$ cat config.mk
export PLATFORM = sky130hd
export DESIGN_NAME = iack_bus_steer
export DESIGN_NICKNAME = d
export VERILOG_FILES = /design/src/rtl/iack_pkg.sv /design/src/rtl/iack_bus_map.sv /design/src/rtl/iack_seq.sv /design/src/rtl/iack_bus_steer.sv
export SDC_FILE = /design/constraint.sdc
export NUM_CORES = 1
export LEC_CHECK = 0
export ABC_AREA = 1
export ABC_CLOCK_PERIOD_IN_PS = 1400
export BUFFER_PORTS_ARGS = -buffer_cell sky130_fd_sc_hd__buf_2
export CAP_MARGIN = 0
export CORE_MARGIN = 8
export CORE_UTILIZATION = 35
export DETAILED_ROUTE_END_ITERATION = 16
export GPL_ROUTABILITY_DRIVEN = 0
export GPL_TIMING_DRIVEN = 0
export PLACE_DENSITY = 0.57
export SLEW_MARGIN = 10
export SYNTH_ARGS = -nofsm -noshare
export SYNTH_HDL_FRONTEND = slang
export SYNTH_HIERARCHICAL = 1
export SYNTH_SLANG_ARGS = --single-unit
$ cat constraint.sdc
create_clock -name clk -period 1.4 [get_ports clk]
set_clock_uncertainty 0.2 [all_clocks]
set_input_delay 0.28 -clock clk [delete_from_list [all_inputs] [get_ports clk]]
set_output_delay 0.28 -clock clk [all_outputs]
set_load 0.02 [all_outputs]
$ cat src/rtl/iack_pkg.sv
package iack_pkg;

  // Build variants for the bus location decision
  localparam int MAP_ALL_LOCAL  = 0;
  localparam int MAP_ALL_SYSTEM = 1;
  localparam int MAP_PER_SLAVE  = 2;

  typedef enum logic [2:0] {
    ST_IDLE,   // no acknowledge pair in progress
    ST_WAIT1,  // first cycle, stretching ready
    ST_GAP,    // first cycle done, waiting for the second
    ST_DRIVE,  // second cycle, cascade code on the address bus
    ST_CLOSE   // second cycle ended, releasing select and arbiter
  } iack_state_e;

  // Wait states for the first cycle: settle time rounded up to clocks,
  // less the idle cycles the processor inserts on its own
  function automatic int first_wait(input int settle_ns, input int clk_ns,
                                    input int idle_cyc);
    int clocks;
    clocks = (settle_ns + clk_ns - 1) / clk_ns;
    return (clocks > idle_cyc) ? clocks - idle_cyc : 0;
  endfunction

endpackage

$ cat src/rtl/iack_bus_map.sv
module iack_bus_map #(
  parameter int CAS_W = 3,
  parameter int MODE  = iack_pkg::MAP_PER_SLAVE
) (
  input  logic                  clk,
  input  logic                  rst,
  input  logic                  map_we,
  input  logic [(1<<CAS_W)-1:0] map_wdata,
  input  logic [CAS_W-1:0]      code,
  output logic                  is_sys
);
  localparam int NSLV = 1 << CAS_W;

  generate
    if (MODE == iack_pkg::MAP_PER_SLAVE) begin : g_map
      logic [NSLV-1:0] map_q;

      always_ff @(posedge clk) begin
        if (rst)         map_q <= '0;
        else if (map_we) map_q <= map_wdata;
      end

      assign is_sys = map_q[code];
    end else if (MODE == iack_pkg::MAP_ALL_SYSTEM) begin : g_sys
      logic unused_map_in;
      assign unused_map_in = ^{clk, rst, map_we, map_wdata, code};
      assign is_sys = 1'b1;
    end else begin : g_loc
      logic unused_map_in;
      assign unused_map_in = ^{clk, rst, map_we, map_wdata, code};
      assign is_sys = 1'b0;
    end
  endgenerate

endmodule

$ cat src/rtl/iack_seq.sv
module iack_seq #(
  parameter int CAS_W       = 3,
  parameter int WAIT_CYC    = 26,
  parameter int DRIVE_CYC   = 2
) (
  input  logic             clk,
  input  logic             rst,
  input  logic             ack_start,
  input  logic [CAS_W-1:0] cas_code,
  input  logic             is_sys,
  output logic             ack_ready,
  output logic             sys_sel,
  output logic             arb_en,
  output logic             cas_oe,
  output logic [CAS_W-1:0] cas_addr
);
  import iack_pkg::*;

  localparam int CNT_MAX = (WAIT_CYC > DRIVE_CYC - 1) ? WAIT_CYC : DRIVE_CYC - 1;
  localparam int CNT_W   = (CNT_MAX < 1) ? 1 : $clog2(CNT_MAX + 1);
  localparam logic [CNT_W-1:0] WAIT_LD  = CNT_W'(WAIT_CYC);
  localparam logic [CNT_W-1:0] DRIVE_LD = CNT_W'(DRIVE_CYC - 1);

  iack_state_e      state_q;
  logic [CNT_W-1:0] cnt_q;
  logic             cnt_zero;

  assign cnt_zero = (cnt_q == '0);

  always_ff @(posedge clk) begin
    if (rst) begin
      state_q   <= ST_IDLE;
      cnt_q     <= '0;
      ack_ready <= 1'b0;
      sys_sel   <= 1'b0;
      arb_en    <= 1'b0;
      cas_oe    <= 1'b0;
      cas_addr  <= '0;
    end else begin
      ack_ready <= 1'b0;
      case (state_q)
        ST_IDLE: begin
          if (ack_start) begin
            state_q <= ST_WAIT1;
            cnt_q   <= WAIT_LD;
          end
        end
        ST_WAIT1: begin
          // a further start strobe here is deliberately not looked at
          if (cnt_zero) begin
            ack_ready <= 1'b1;
            sys_sel   <= is_sys;
            arb_en    <= is_sys;
            cas_addr  <= cas_code;
            state_q   <= ST_GAP;
          end else begin
            cnt_q <= cnt_q - 1'b1;
          end
        end
        ST_GAP: begin
          if (ack_start) begin
            cas_oe  <= 1'b1;
            cnt_q   <= DRIVE_LD;
            state_q <= ST_DRIVE;
          end
        end
        ST_DRIVE: begin
          if (cnt_zero) begin
            // release the address drivers as the cycle is allowed to end
            cas_oe    <= 1'b0;
            ack_ready <= 1'b1;
            state_q   <= ST_CLOSE;
          end else begin
            cnt_q <= cnt_q - 1'b1;
          end
        end
        ST_CLOSE: begin
          sys_sel <= 1'b0;
          arb_en  <= 1'b0;
          state_q <= ST_IDLE;
        end
        default: state_q <= ST_IDLE;
      endcase
    end
  end

endmodule

$ cat src/rtl/iack_bus_steer.sv
module iack_bus_steer #(
  parameter int CAS_W       = 3,
  parameter int MODE        = iack_pkg::MAP_PER_SLAVE,
  parameter int CLK_NS      = 20,
  parameter int SETTLE_NS   = 595,
  parameter int IDLE_CYCLES = 4,
  parameter int DRIVE_CYC   = 2
) (
  input  logic                  clk,
  input  logic                  rst,
  input  logic                  map_we,
  input  logic [(1<<CAS_W)-1:0] map_wdata,
  input  logic                  ack_start,
  input  logic [CAS_W-1:0]      cas_code,
  output logic                  ack_ready,
  output logic                  sys_sel,
  output logic                  arb_en,
  output logic                  cas_oe,
  output logic [CAS_W-1:0]      cas_addr
);
  localparam int WAIT_CYC = iack_pkg::first_wait(SETTLE_NS, CLK_NS, IDLE_CYCLES);

  logic is_sys;

  iack_bus_map #(.CAS_W(CAS_W), .MODE(MODE)) u_map (
    .clk       (clk),
    .rst       (rst),
    .map_we    (map_we),
    .map_wdata (map_wdata),
    .code      (cas_code),
    .is_sys    (is_sys)
  );

  iack_seq #(.CAS_W(CAS_W), .WAIT_CYC(WAIT_CYC), .DRIVE_CYC(DRIVE_CYC)) u_seq (
    .clk       (clk),
    .rst       (rst),
    .ack_start (ack_start),
    .cas_code  (cas_code),
    .is_sys    (is_sys),
    .ack_ready (ack_ready),
    .sys_sel   (sys_sel),
    .arb_en    (arb_en),
    .cas_oe    (cas_oe),
    .cas_addr  (cas_addr)
  );

endmodule

After elaboration in Yosys (flattened, before gate mapping)
Cells that the tools add are included.
{"block": "op_classes", "n_shift": 0, "n_bitwise": 1, "order_cmp": 1, "div": 0, "add_sub_neg": 1, "reduce_logical": 12, "eq_ne": 9, "muxes": 17, "multipliers": 0}
{"op": "$mux 5", "n": 3}
{"op": "$pmux 5 s3", "n": 1}
{"op": "$mux 3", "n": 4}
{"op": "$pmux 3 s4", "n": 1}
{"op": "$reduce_and 4->1", "n": 2}
{"op": "$eq 3x2->1 const B", "n": 2}
{"op": "$ne 2x2->1 const B", "n": 3}
{"op": "$logic_not 5->1", "n": 1}
{"op": "$mux 1", "n": 5}
{"op": "$sub 5x1->5 const B", "n": 1}
{"op": "$lt 3x4->1 const B", "n": 1}
{"op": "$ne 2x1->1 const B", "n": 2}
{"op": "$pmux 1 s2", "n": 2}
{"op": "$reduce_and 2->1", "n": 2}
{"op": "$reduce_bool 2->1", "n": 2}
{"op": "$reduce_or 2->1", "n": 2}
{"op": "$bmux 1 s3", "n": 1}
{"op": "$eq 3x1->1 const B", "n": 1}
{"op": "$eq 3x3->1 const B", "n": 1}
{"op": "$logic_not 3->1", "n": 1}
{"op": "$reduce_and 3->1", "n": 1}
{"op": "$reduce_bool 3->1", "n": 1}
{"op": "$not 1->1", "n": 1}
{"block": "totals", "out_inout_bits": 7, "regBits": 22, "mem_bits_rw": 0, "latchBits": 0, "romBits": 0, "word_cells": 48, "memories": 0, "inputBits": 15}

Longest topological paths before layout
Gate-level depths: netlist of run 1.
{"block": "logic_depth", "word_depth": 4, "mapped_depth": 10, "mapped_depth_nobuf": 10}

By module
The synthesis of run 1 kept the hierarchy.
{"mod": "iack_seq", "seq_area_each_um2": 280.3, "area_per_inst_um2": 750.7, "instances": 1, "cells_each": 107}
{"mod": "iack_bus_map", "seq_area_each_um2": 160.2, "area_per_inst_um2": 394.1, "instances": 1, "cells_each": 55}

Worst setup path before layout of run 1
Ideal clock, no wire load.
{"block": "synth_path", "kind": "flip-flop to flip-flop", "from": "register u_seq.cnt_q[0]", "to": "register u_seq.cas_addr[0]", "path_slack_ps": -52, "arrival_time_ps": 1136, "setup_ps": 116, "synth_period_minus_slack_ps": 1452, "path_buffers": 0, "stages_incl_launch_ff": 10, "t_required_ps": 1084, "cell_sequence": "dfxtp_1 -> inv_1 -> ha_1 -> inv_1 -> nor2_1 -> nand2_4 -> nor2_2 -> inv_1 -> nand2_1 -> a21oi_1"}
{"block": "synth_via", "elab_chain_len": 2}
{"element": "start, declared", "line_no": "iack_seq.sv:25", "text": "logic [CNT_W-1:0] cnt_q;"}
{"element": "start signal, assigned", "line_no": "iack_seq.sv:57", "text": "cnt_q <= cnt_q - 1'b1;"}
{"element": "start signal, assigned", "line_no": "iack_seq.sv:74", "text": "cnt_q <= cnt_q - 1'b1;"}
{"element": "$logic_not 5->1", "line_no": "iack_seq.sv:28", "text": "assign cnt_zero = (cnt_q == '0);"}
{"element": "$reduce_and 2->1 (no line)"}
{"element": "end signal, assigned", "line_no": "iack_seq.sv:54", "text": "cas_addr <= cas_code;"}
{"element": "end, declared", "line_no": "iack_seq.sv:15", "text": "output logic [CAS_W-1:0] cas_addr"}
Every way passes these cells.
A chain may end at the register's enable or synchronous reset.

Final worst setup path of run 1
{"block": "layout_path", "from": "register u_seq.cnt_q[0]", "to": "register u_seq.cnt_q[4]"}
{"block": "layout_via", "elab_chain_len": 3, "elab_cells_between_ends": 6, "classes_between": "add/sub (1); eq/ne (1); mux (2); reduce/logical (2)"}
{"element": "$sub 5x1->5 / $logic_not 5->1 (equally long branches)", "line_no": "iack_seq.sv:57, iack_seq.sv:74, iack_seq.sv:28"}
{"element": "$mux 5 / $ne 2x2->1 (equally long branches)"}
{"element": "$pmux 5 s3 / $reduce_and 4->1 (equally long branches)"}
Several ways; a longest one is shown, not always the timed one. The select of a mux whose other input is x is not followed.

==> PnR_summary.wiki, run 1 <==
{| class="wikitable"
! Metric !! Value
|-
| Final #Nets || between 200 and 250
|-
| Filler-free cell count of the finished design || 237
|-
| Total Routed Length || around 2500 um
|-
| Area growth syn-to-layout || 28.2%
|-
| Synthesized instance count || 162
|-
| Start-to-end type of the worst setup path || reg2reg
|-
| Instance count along the most critical hold path || 3
|-
| Count of cells along the worst register-to-register path || 10
|-
| Number of detailed-routing iterations run before antenna repair || 4
|-
| Status || complete, but fails checks
|-
| Worst setup slack after placement || -138 ps
|-
| Final setup violating endpoints || 6
|-
| Critical-path maximum fanout || 7
|-
| Final Instance Area || 1470 um2
|-
| Number of buffers created by CTS || 3
|-
| GRT overflow || 0
|-
| Number of cells in the design after placement || 226
|-
| Min Hold Slack || 29.4 ps
|-
| Worst hold endpoint || u_seq/cas_addr[2]$_SDFFE_PP0P_
|-
| Layout filler cell count || 317
|-
| Placeable core area || ~3000 um2
|-
| Register bit total from synthesis || 22
|-
| Clk root buf || clkbuf_4
|-
| DIE WIDTH || 73.2 um
|-
| Violation count after the first detailed-route iteration || 58
|-
| Maximum number of pins on one net before global-route repair || 13
|-
| Area of placed instances || 1310 um2
|-
| Final antenna diode count || 0
|-
| Max Cap Viol || 0
|-
| Clock latency on the worst-skew pair || 300 ps
|-
| PwrDens || 1150 nW/um2
|-
| Area taken by flip-flops and latches || between 400 and 500 um2
|-
| Combined area of all synthesized cells || 1140 um2
|-
| First-pass GRT wire length || 4370 um
|-
| Rows || 20
|-
| CTS tree || yes
|-
| Final worst-path cycle share || 105%
|-
| Worst Setup Slack, final || -68.6 ps
|-
| Via/cell ratio || approximately 4.4
|-
| Number of nets with antenna violations after routing || 0
|-
| Setup repair after global routing missed its margin || yes
|-
| Leakage power summed over all cells || 0.673 nW
|-
| Max Fclk || a little under 700 MHz
|-
| FF-to-FF setup slack || -70 ps
|-
| Max Transition Viols Final || 0
|-
| DIE HEIGHT || 73.2 um
|-
| Worst slew pin tran || approximately 440 ps
|-
| Arrival time of data at the critical path endpoint || around 1500 ps
|-
| Clock Sink Count || 22
|-
| Number of enable flip-flop cells after synthesis || 0
|-
| DIE AREA || 5360 um2
|-
| Average size of a mapped cell || 7.07 um2
|-
| Count of synthesis-stage warnings from yosys || 6
|-
| Crit end category || flip-flop
|-
| Tightest slew margin relative to the limit || 70.5%
|-
| Final design utilization || a little under half
|-
| Number of ports placed on the die boundary || 22
|-
| Number of global-route vias before repair || 1058
|-
| Number of buffer cells added on primary ports || 20
|-
| Setup crit start kind || flip-flop
|-
| Launching point of the worst reg2reg path || u_seq/cnt_q[0]$_SDFFE_PP0P_
|-
| Footprint of the multi-input gates || 643 um2
|-
| Synth Net Count || 179
|-
| H-Tree Depth || 1
|-
| Minimum clock period after layout || roughly 1500 ps
|-
| Initial antenna violation count || 0
|-
| Count of unresolved DRC violations after routing || 0
|-
| Number of distinct library cells after synthesis || 23
|-
| Capture point of the worst reg-to-reg path || u_seq/cnt_q[4]$_SDFFE_PP0P_
|-
| Critical Path RT || 1420 ps
|-
| Hold Vio Cnt, Final || 0
|-
| CTS clk-pin slew, worst paths || 120 ps
|-
| Proportion of layout cells with a drive suffix above 1 || 32.6%
|-
| Max clock buf depth || 2
|-
| Path category of the worst min-delay check || in2reg
|-
| Violated checks || setup timing
|-
| Wire per inst || 10.5 um
|-
| Most instantiated flip-flop cell in the synthesis netlist || dfxtp_1
|-
| Sequential-to-total area share from yosys stat || 38.5%
|-
| Largest vdd supply drop || 690 uV
|-
| Sum of net half-perimeters after detailed placement || 1840 um
|-
| Share of synthesized registers carrying an async set or reset || 0%
|-
| Total routing usage reported by global routing || 10.0%
|-
| Vias post-DR || 1052
|-
| Startpoint of the worst hold path || cas_code[2]
|-
| Initial standard-cell utilization of the core || 37.2%
|}
repair_timing:
action                                 in CTS  in global routing
pin swaps                                   5                 11
endpoints found under the hold margin       4                  0
setup endpoints to repair                  12                 12
setup buffers                               4                  2
gates resized for setup                    13                  9
hold buffers                                1                  0
metrics by stage:
stage / TNS [ps] / power, mW
floorplan: 0 / 1.11
global placement: -1010 / 1.21
detailed placement: -1230 / 1.22
CTS: -120 / 1.64
global route: -1030 / 1.81
finish: -212 / 1.69
state kept, by name (all words and copies together), names as in the netlist:
register	count
u_seq/ack_ready	1
u_seq/arb_en	1
u_map/g_map.map_q	8
u_seq/state_q	3
u_seq/cas_addr	3
u_seq/cas_oe	1
u_seq/cnt_q	5
per-layer routing:
layer | GRT usage [%] | vias up | part of all wire, %
met5 | 0 | - | 0
met3 | 3.71 | 2 | 4.3
met2 | 17.0 | 16 | 48
li1 | - | 572 | -
met4 | 2.67 | 0 | 0.72
met1 | 11.5 | 462 | 47
cells in the mapped netlist (2+ instances only):
cell type	number	share of area [%]
nand3b_1	2	1.3
a211oi_1	5	3.3
nand2_2	2	1.1
dfxtp_1	22	38
nand2_1	35	11
a211oi_2	3	3.3
inv_1	20	6.6
inv_2	4	1.3
ha_1	2	2.2
buf_4	2	1.3
nor2_2	2	1.1
nand3_1	12	5.2
nand2_4	3	3.0
nor2_1	28	9.2
nor3_1	2	0.87
a21oi_1	11	4.8
cell usage in the layout, fill, tap and decap left out, types with 2 or more instances in the layout:
cell type	instances
buf_4	7
inv_1	16
a21oi_1	10
dfxtp_1	18
nor2_1	25
dfxtp_2	4
nand2_1	35
buf_6	3
a211oi_2	3
nand3_1	12
nor2_2	3
inv_2	7
nand3b_1	2
nand2_4	2
nor3_1	2
a211oi_1	5
buf_2	19
clkbuf_4	3
nand2_8	2
nor2_4	3
critical path, cell delays in order (launching register included):
cell and delay [ps]:
dfxtp_2 380, inv_4 50, ha_4 150, inv_2 60, nor2_4 40, nand2_4 130
nand2_8 90, nand2_8 90, nand2_4 50, nor2_1 100, nor2_1 40
worst max-delay path by stage:
stage | start | end | slack [ps] | cells past startpoint
5_1_grt | u_seq/cnt_q[0]$_SDFFE_PP0P_ | u_seq/cnt_q[4]$_SDFFE_PP0P_ | -130 | 10
6_report | u_seq/cnt_q[0]$_SDFFE_PP0P_ | u_seq/cnt_q[4]$_SDFFE_PP0P_ | -70 | 10
4_1_cts | u_seq/cnt_q[0]$_SDFFE_PP0P_ | u_seq/cnt_q[4]$_SDFFE_PP0P_ | -50 | 10
3_5_place_dp | u_seq/cnt_q[0]$_SDFFE_PP0P_ | u_seq/cnt_q[4]$_SDFFE_PP0P_ | -140 | 10
2_1_floorplan | u_seq/cnt_q[0]$_SDFFE_PP0P_ | u_seq/cnt_q[3]$_SDFFE_PP0P_ | 4 | 10
3_3_place_gp | u_seq/cnt_q[0]$_SDFFE_PP0P_ | u_seq/cnt_q[4]$_SDFFE_PP0P_ | -120 | 10
logic make-up after synthesis:
family / count (synthesis) / synth area share (%)
compound gates: 20 / 11.8
xor+xnor: 1 / 0.765
fa+ha+maj: 2 / 2.19
buf+inv: 28 / 10.5
flops: 22 / 38.5
simple gates: 89 / 36.3
cell type report:
class,instances,area share (%)
timing repair buffer,27,11.0
sequential,22,30.3
inverter,24,6.31
buffer,4,2.30
clock buffer,4,2.47
multi-input combinational,112,43.8
tap,44,3.75
power breakdown:
group | leakage, nW | internal [mW] | switching, mW
combinational | 0.469 | 0.255 | 0.340
sequential | 0.183 | 0.691 | 0.0555
clock | 0.0210 | 0.159 | 0.193
total | 0.673 | 1.10 | 0.588
Note: power is estimated with default switching activity, not from simulation.
==> run 2, diff against run 1 <==
--- a/config.mk
+++ b/config.mk
@@ -6,7 +6,7 @@
 export NUM_CORES = 1
 export LEC_CHECK = 0
 export ABC_AREA = 1
-export ABC_CLOCK_PERIOD_IN_PS = 1400
+export ABC_CLOCK_PERIOD_IN_PS = 1790
 export BUFFER_PORTS_ARGS = -buffer_cell sky130_fd_sc_hd__buf_2
 export CAP_MARGIN = 0
 export CORE_MARGIN = 8
@@ -14,7 +14,7 @@
 export DETAILED_ROUTE_END_ITERATION = 16
 export GPL_ROUTABILITY_DRIVEN = 0
 export GPL_TIMING_DRIVEN = 0
-export PLACE_DENSITY = 0.57
+export PLACE_DENSITY = 0.55
 export SLEW_MARGIN = 10
 export SYNTH_ARGS = -nofsm -noshare
 export SYNTH_HDL_FRONTEND = slang
==> constraint.sdc (replaced) <==
create_clock -name clk -period 1.79 [get_ports clk]
set_clock_uncertainty 0.2 [all_clocks]
set_input_delay 0.358 -clock clk [delete_from_list [all_inputs] [get_ports clk]]
set_output_delay 0.358 -clock clk [all_outputs]
set_load 0.02 [all_outputs]
==> run 2 against run 1 <==
Effect of this change:
- the flow now finishes without violations
- clock power grew 7.1%
- hold slack better by 44 ps
- sequential share of layout area up 2.2 points
- critical path depth shrank 1
- final cell count shrank 3.0%
- combinational power down 39%
- non-clock buffer count is 7 lower
- clock-buffer cell count decreased by 1
==> PnR_summary.wiki, run 2 (synthesis results as in run 1) <==
{| class="wikitable"
! Metric !! Value
|-
| Final worst-path cycle share || 86.6% (was 105%)
|-
| Area growth syn-to-layout || 18.1% (was 28.2%)
|-
| Layout filler cell count || 342 (was 317)
|-
| Placeable core area || 3080 um2 (unchanged)
|-
| Flip-flop count of the largest register after layout || 8 (unchanged)
|-
| Proportion of layout cells with a drive suffix above 1 || 23.7% (was 32.6%)
|-
| Instance count along the most critical hold path || 2 (was 3)
|-
| Dominant delay contributor by cell family on the critical path || simple AND/OR/NAND/NOR gates (unchanged)
|-
| Most common cell on crit path || inv_1
|-
| Number of nets with antenna violations after routing || 0 (unchanged)
|-
| Footprint of the multi-input gates || 584 um2 (was 643 um2)
|-
| Max Fclk || 645 MHz (was 681 MHz)
|-
| Max Cap Viol || 0 (unchanged)
|-
| Launching point of the worst reg2reg path || u_seq/cnt_q[0]$_SDFFE_PP0P_ (unchanged)
|-
| Hold Vio Cnt, Final || 0 (unchanged)
|-
| Start-to-end type of the worst setup path || reg2reg (unchanged)
|-
| Startpoint of the worst hold path || rst (was cas_code[2])
|-
| Number of buffer cells added on primary ports || 20 (unchanged)
|-
| Sequence of cells on the critical path || inv_2, ha_1, inv_1, nor2_1, nand2_4, nor2_2, inv_1, nand2_1, a21oi_1 (was inv_4, ha_4, inv_2, nor2_4, nand2_4, nand2_8, nand2_8, nand2_4, nor2_1, nor2_1)
|-
| CTS clk-pin slew, worst paths || 130 ps (was 120 ps)
|-
| Tightest slew margin relative to the limit || 71.5% (was 70.5%)
|-
| Number of detailed-routing iterations run before antenna repair || 4 (unchanged)
|-
| Arrival time of data at the critical path endpoint || 1570 ps (was 1480 ps)
|-
| PwrDens || 971 nW/um2 (was 1150 nW/um2)
|-
| Capture point of the worst reg-to-reg path || u_seq/cas_addr[1]$_SDFFE_PP0P_ (was u_seq/cnt_q[4]$_SDFFE_PP0P_)
|-
| Largest vdd supply drop || 327 uV (was 690 uV)
|-
| Total routing usage reported by global routing || 10.2% (was 10.0%)
|-
| Minimum clock period after layout || 1550 ps (was 1470 ps)
|-
| Initial antenna violation count || 0 (unchanged)
|-
| Max Transition Viols Final || 0 (unchanged)
|-
| Setup crit start kind || flip-flop (unchanged)
|-
| Number of buffers created by CTS || 3 (unchanged)
|-
| Cts hold-fix bufs || 0 (was 1)
|-
| Number of global-route vias before repair || 1053 (was 1058)
|-
| Final #Nets || 204 (was 211)
|-
| Critical Path RT || 1810 ps (was 1420 ps)
|-
| Vias post-DR || 1031 (was 1052)
|-
| Highest-count cells in the layout ignoring fill and taps || nand2_1 (35), nor2_1 (28), dfxtp_1 (22) (was nand2_1 (35), nor2_1 (25), buf_2 (19))
|-
| Worst hold endpoint || u_seq/cas_addr[2]$_SDFFE_PP0P_ (unchanged)
|-
| Final design utilization || 43.9% (was 47.7%)
|-
| Rows || 20 (unchanged)
|-
| Crit end category || flip-flop (unchanged)
|-
| CTS tree || yes (unchanged)
|-
| Clock latency on the worst-skew pair || 310 ps (was 300 ps)
|-
| Violation count after the first detailed-route iteration || 46 (was 58)
|-
| Setup TNS || 0 ps (was -212 ps)
|-
| Leakage power summed over all cells || 0.642 nW (was 0.673 nW)
|-
| Largest reg by FF count || u_map/g_map.map_q (unchanged)
|-
| Largest incremental delay on the critical path || 340 ps (was 380 ps)
|-
| Count of cells along the worst register-to-register path || 9 (was 10)
|-
| Number of buffers and inverters on the critical path || 3 (was 2)
|-
| DIE WIDTH || 73.2 um (unchanged)
|-
| Status || finished clean (was complete, but fails checks)
|-
| Worst slew pin tran || 428 ps (was 442 ps)
|-
| Count of buffers added by post-CTS timing repair for setup || 0 (was 4)
|-
| Clock Sink Count || 22 (unchanged)
|-
| H-Tree Depth || 1 (unchanged)
|-
| First-pass GRT wire length || 4390 um (was 4370 um)
|-
| Count of unresolved DRC violations after routing || 0 (unchanged)
|-
| Total Routed Length || 2430 um (was 2500 um)
|-
| Wire per inst || 10.5 um (about the same)
|-
| Clk root buf || clkbuf_4 (unchanged)
|-
| Final antenna diode count || 0 (unchanged)
|-
| Setup repair after global routing missed its margin || no (was yes)
|-
| Sum of net half-perimeters after detailed placement || 1960 um (was 1840 um)
|-
| Max clock buf depth || 2 (unchanged)
|-
| Total power || 1.31 mW (was 1.69 mW)
|-
| Path category of the worst min-delay check || in2reg (unchanged)
|-
| Critical-path maximum fanout || 5 (was 7)
|-
| Via/cell ratio || 4.48 (was 4.44)
|-
| Worst path slowest cell || dfxtp_1 (was dfxtp_2)
|-
| DIE AREA || 5360 um2 (unchanged)
|-
| Initial standard-cell utilization of the core || 37.2% (unchanged)
|-
| Post-cts repair resize count || 0 (was 13)
|-
| Most common library cell in the layout ignoring fill and taps || nand2_1 (unchanged)
|-
| Area taken by flip-flops and latches || 440 um2 (was 445 um2)
|-
| Maximum number of pins on one net before global-route repair || 14 (was 13)
|-
| Top Registers || u_map/g_map.map_q: 8 flops, u_seq/cnt_q: 5 flops (unchanged)
|-
| GRT overflow || 0 (unchanged)
|-
| Number of ports placed on the die boundary || 22 (unchanged)
|-
| Final setup violating endpoints || 0 (was 6)
|-
| FF-to-FF setup slack || 240 ps (was -70 ps)
|-
| DIE HEIGHT || 73.2 um (unchanged)
|}
-- run 2: changes by cell type in the layout (fill, tap and decap cells not counted), moves of 2 or more --
| cell | change |
|---|---|
| buf_4 | -5 |
| buf_6 | -2 |
| dfxtp_1 | +4 |
| dfxtp_2 | -4 |
| ha_1 | +2 |
| inv_1 | +3 |
| inv_2 | -2 |
| nand2_8 | -2 |
| nor2_1 | +3 |
| nor2_4 | -2 |
-- run 2: how the worst max path moves through the flow --
stage | from | endpoint | slack (ps) | cells past startpoint
floorplan | u_seq/cnt_q[0]$_SDFFE_PP0P_ | u_seq/cas_addr[0]$_SDFFE_PP0P_ | 340 | 9
global placement | u_seq/cnt_q[0]$_SDFFE_PP0P_ | u_seq/cas_addr[1]$_SDFFE_PP0P_ | 220 | 9
detailed placement | u_seq/cnt_q[0]$_SDFFE_PP0P_ | u_seq/cas_addr[1]$_SDFFE_PP0P_ | 170 | 9
CTS | u_seq/cnt_q[0]$_SDFFE_PP0P_ | u_seq/cas_addr[1]$_SDFFE_PP0P_ | 160 | 9
global route | u_seq/cnt_q[0]$_SDFFE_PP0P_ | u_seq/cnt_q[1]$_SDFFE_PP0P_ | 60 | 10
finish | u_seq/cnt_q[0]$_SDFFE_PP0P_ | u_seq/cas_addr[1]$_SDFFE_PP0P_ | 240 | 9
-- run 2: layer usage --
metal | vias up | routed length, um | track usage [%]
li1 | 558 | - | -
met1 | 459 | 1140 | 11.4
met2 | 12 | 1160 | 17.5
met3 | 2 | 103 | 2.61
met4 | 0 | 23 | 4.67
met5 | - | 0 | 0
-- run 2: layout make-up --
type	instances	area share, %
Buffer	4	2.22
Clock buffer	3	1.67
Clock inverter	1	2.22
Inverter	24	6.66
Multi-Input combinational cell	112	43.2
Sequential cell	22	32.6
Tap cell	44	4.07
Timing Repair Buffer	20	7.40
-- run 2: stage by stage --
stage / hold WS (ps) / instance area (um2) / std cells / setup slack [ps]
after floorplan: 239 / 1140 / 162 / 338
after global placement: 248 / 1300 / 226 / 217
after detailed placement: 253 / 1300 / 226 / 173
after CTS: 63.5 / 1350 / 230 / 161
after global routing: 78.0 / 1350 / 230 / 60.2
final: 73.3 / 1350 / 230 / 240
-- run 2: where the power goes --
group	internal [mW]	switching (mW)
combinational	0.138	0.222
clock	0.226	0.151
sequential	0.537	0.0382
total	0.902	0.411
-- run 2: worst register-to-register path, stage by stage, from the launching register on --
cell and delay [ps]:
dfxtp_1 340, inv_2 90, ha_1 170, inv_1 40, nor2_1 160, nand2_4 100, nor2_2 160, inv_1 90
nand2_1 60, a21oi_1 50
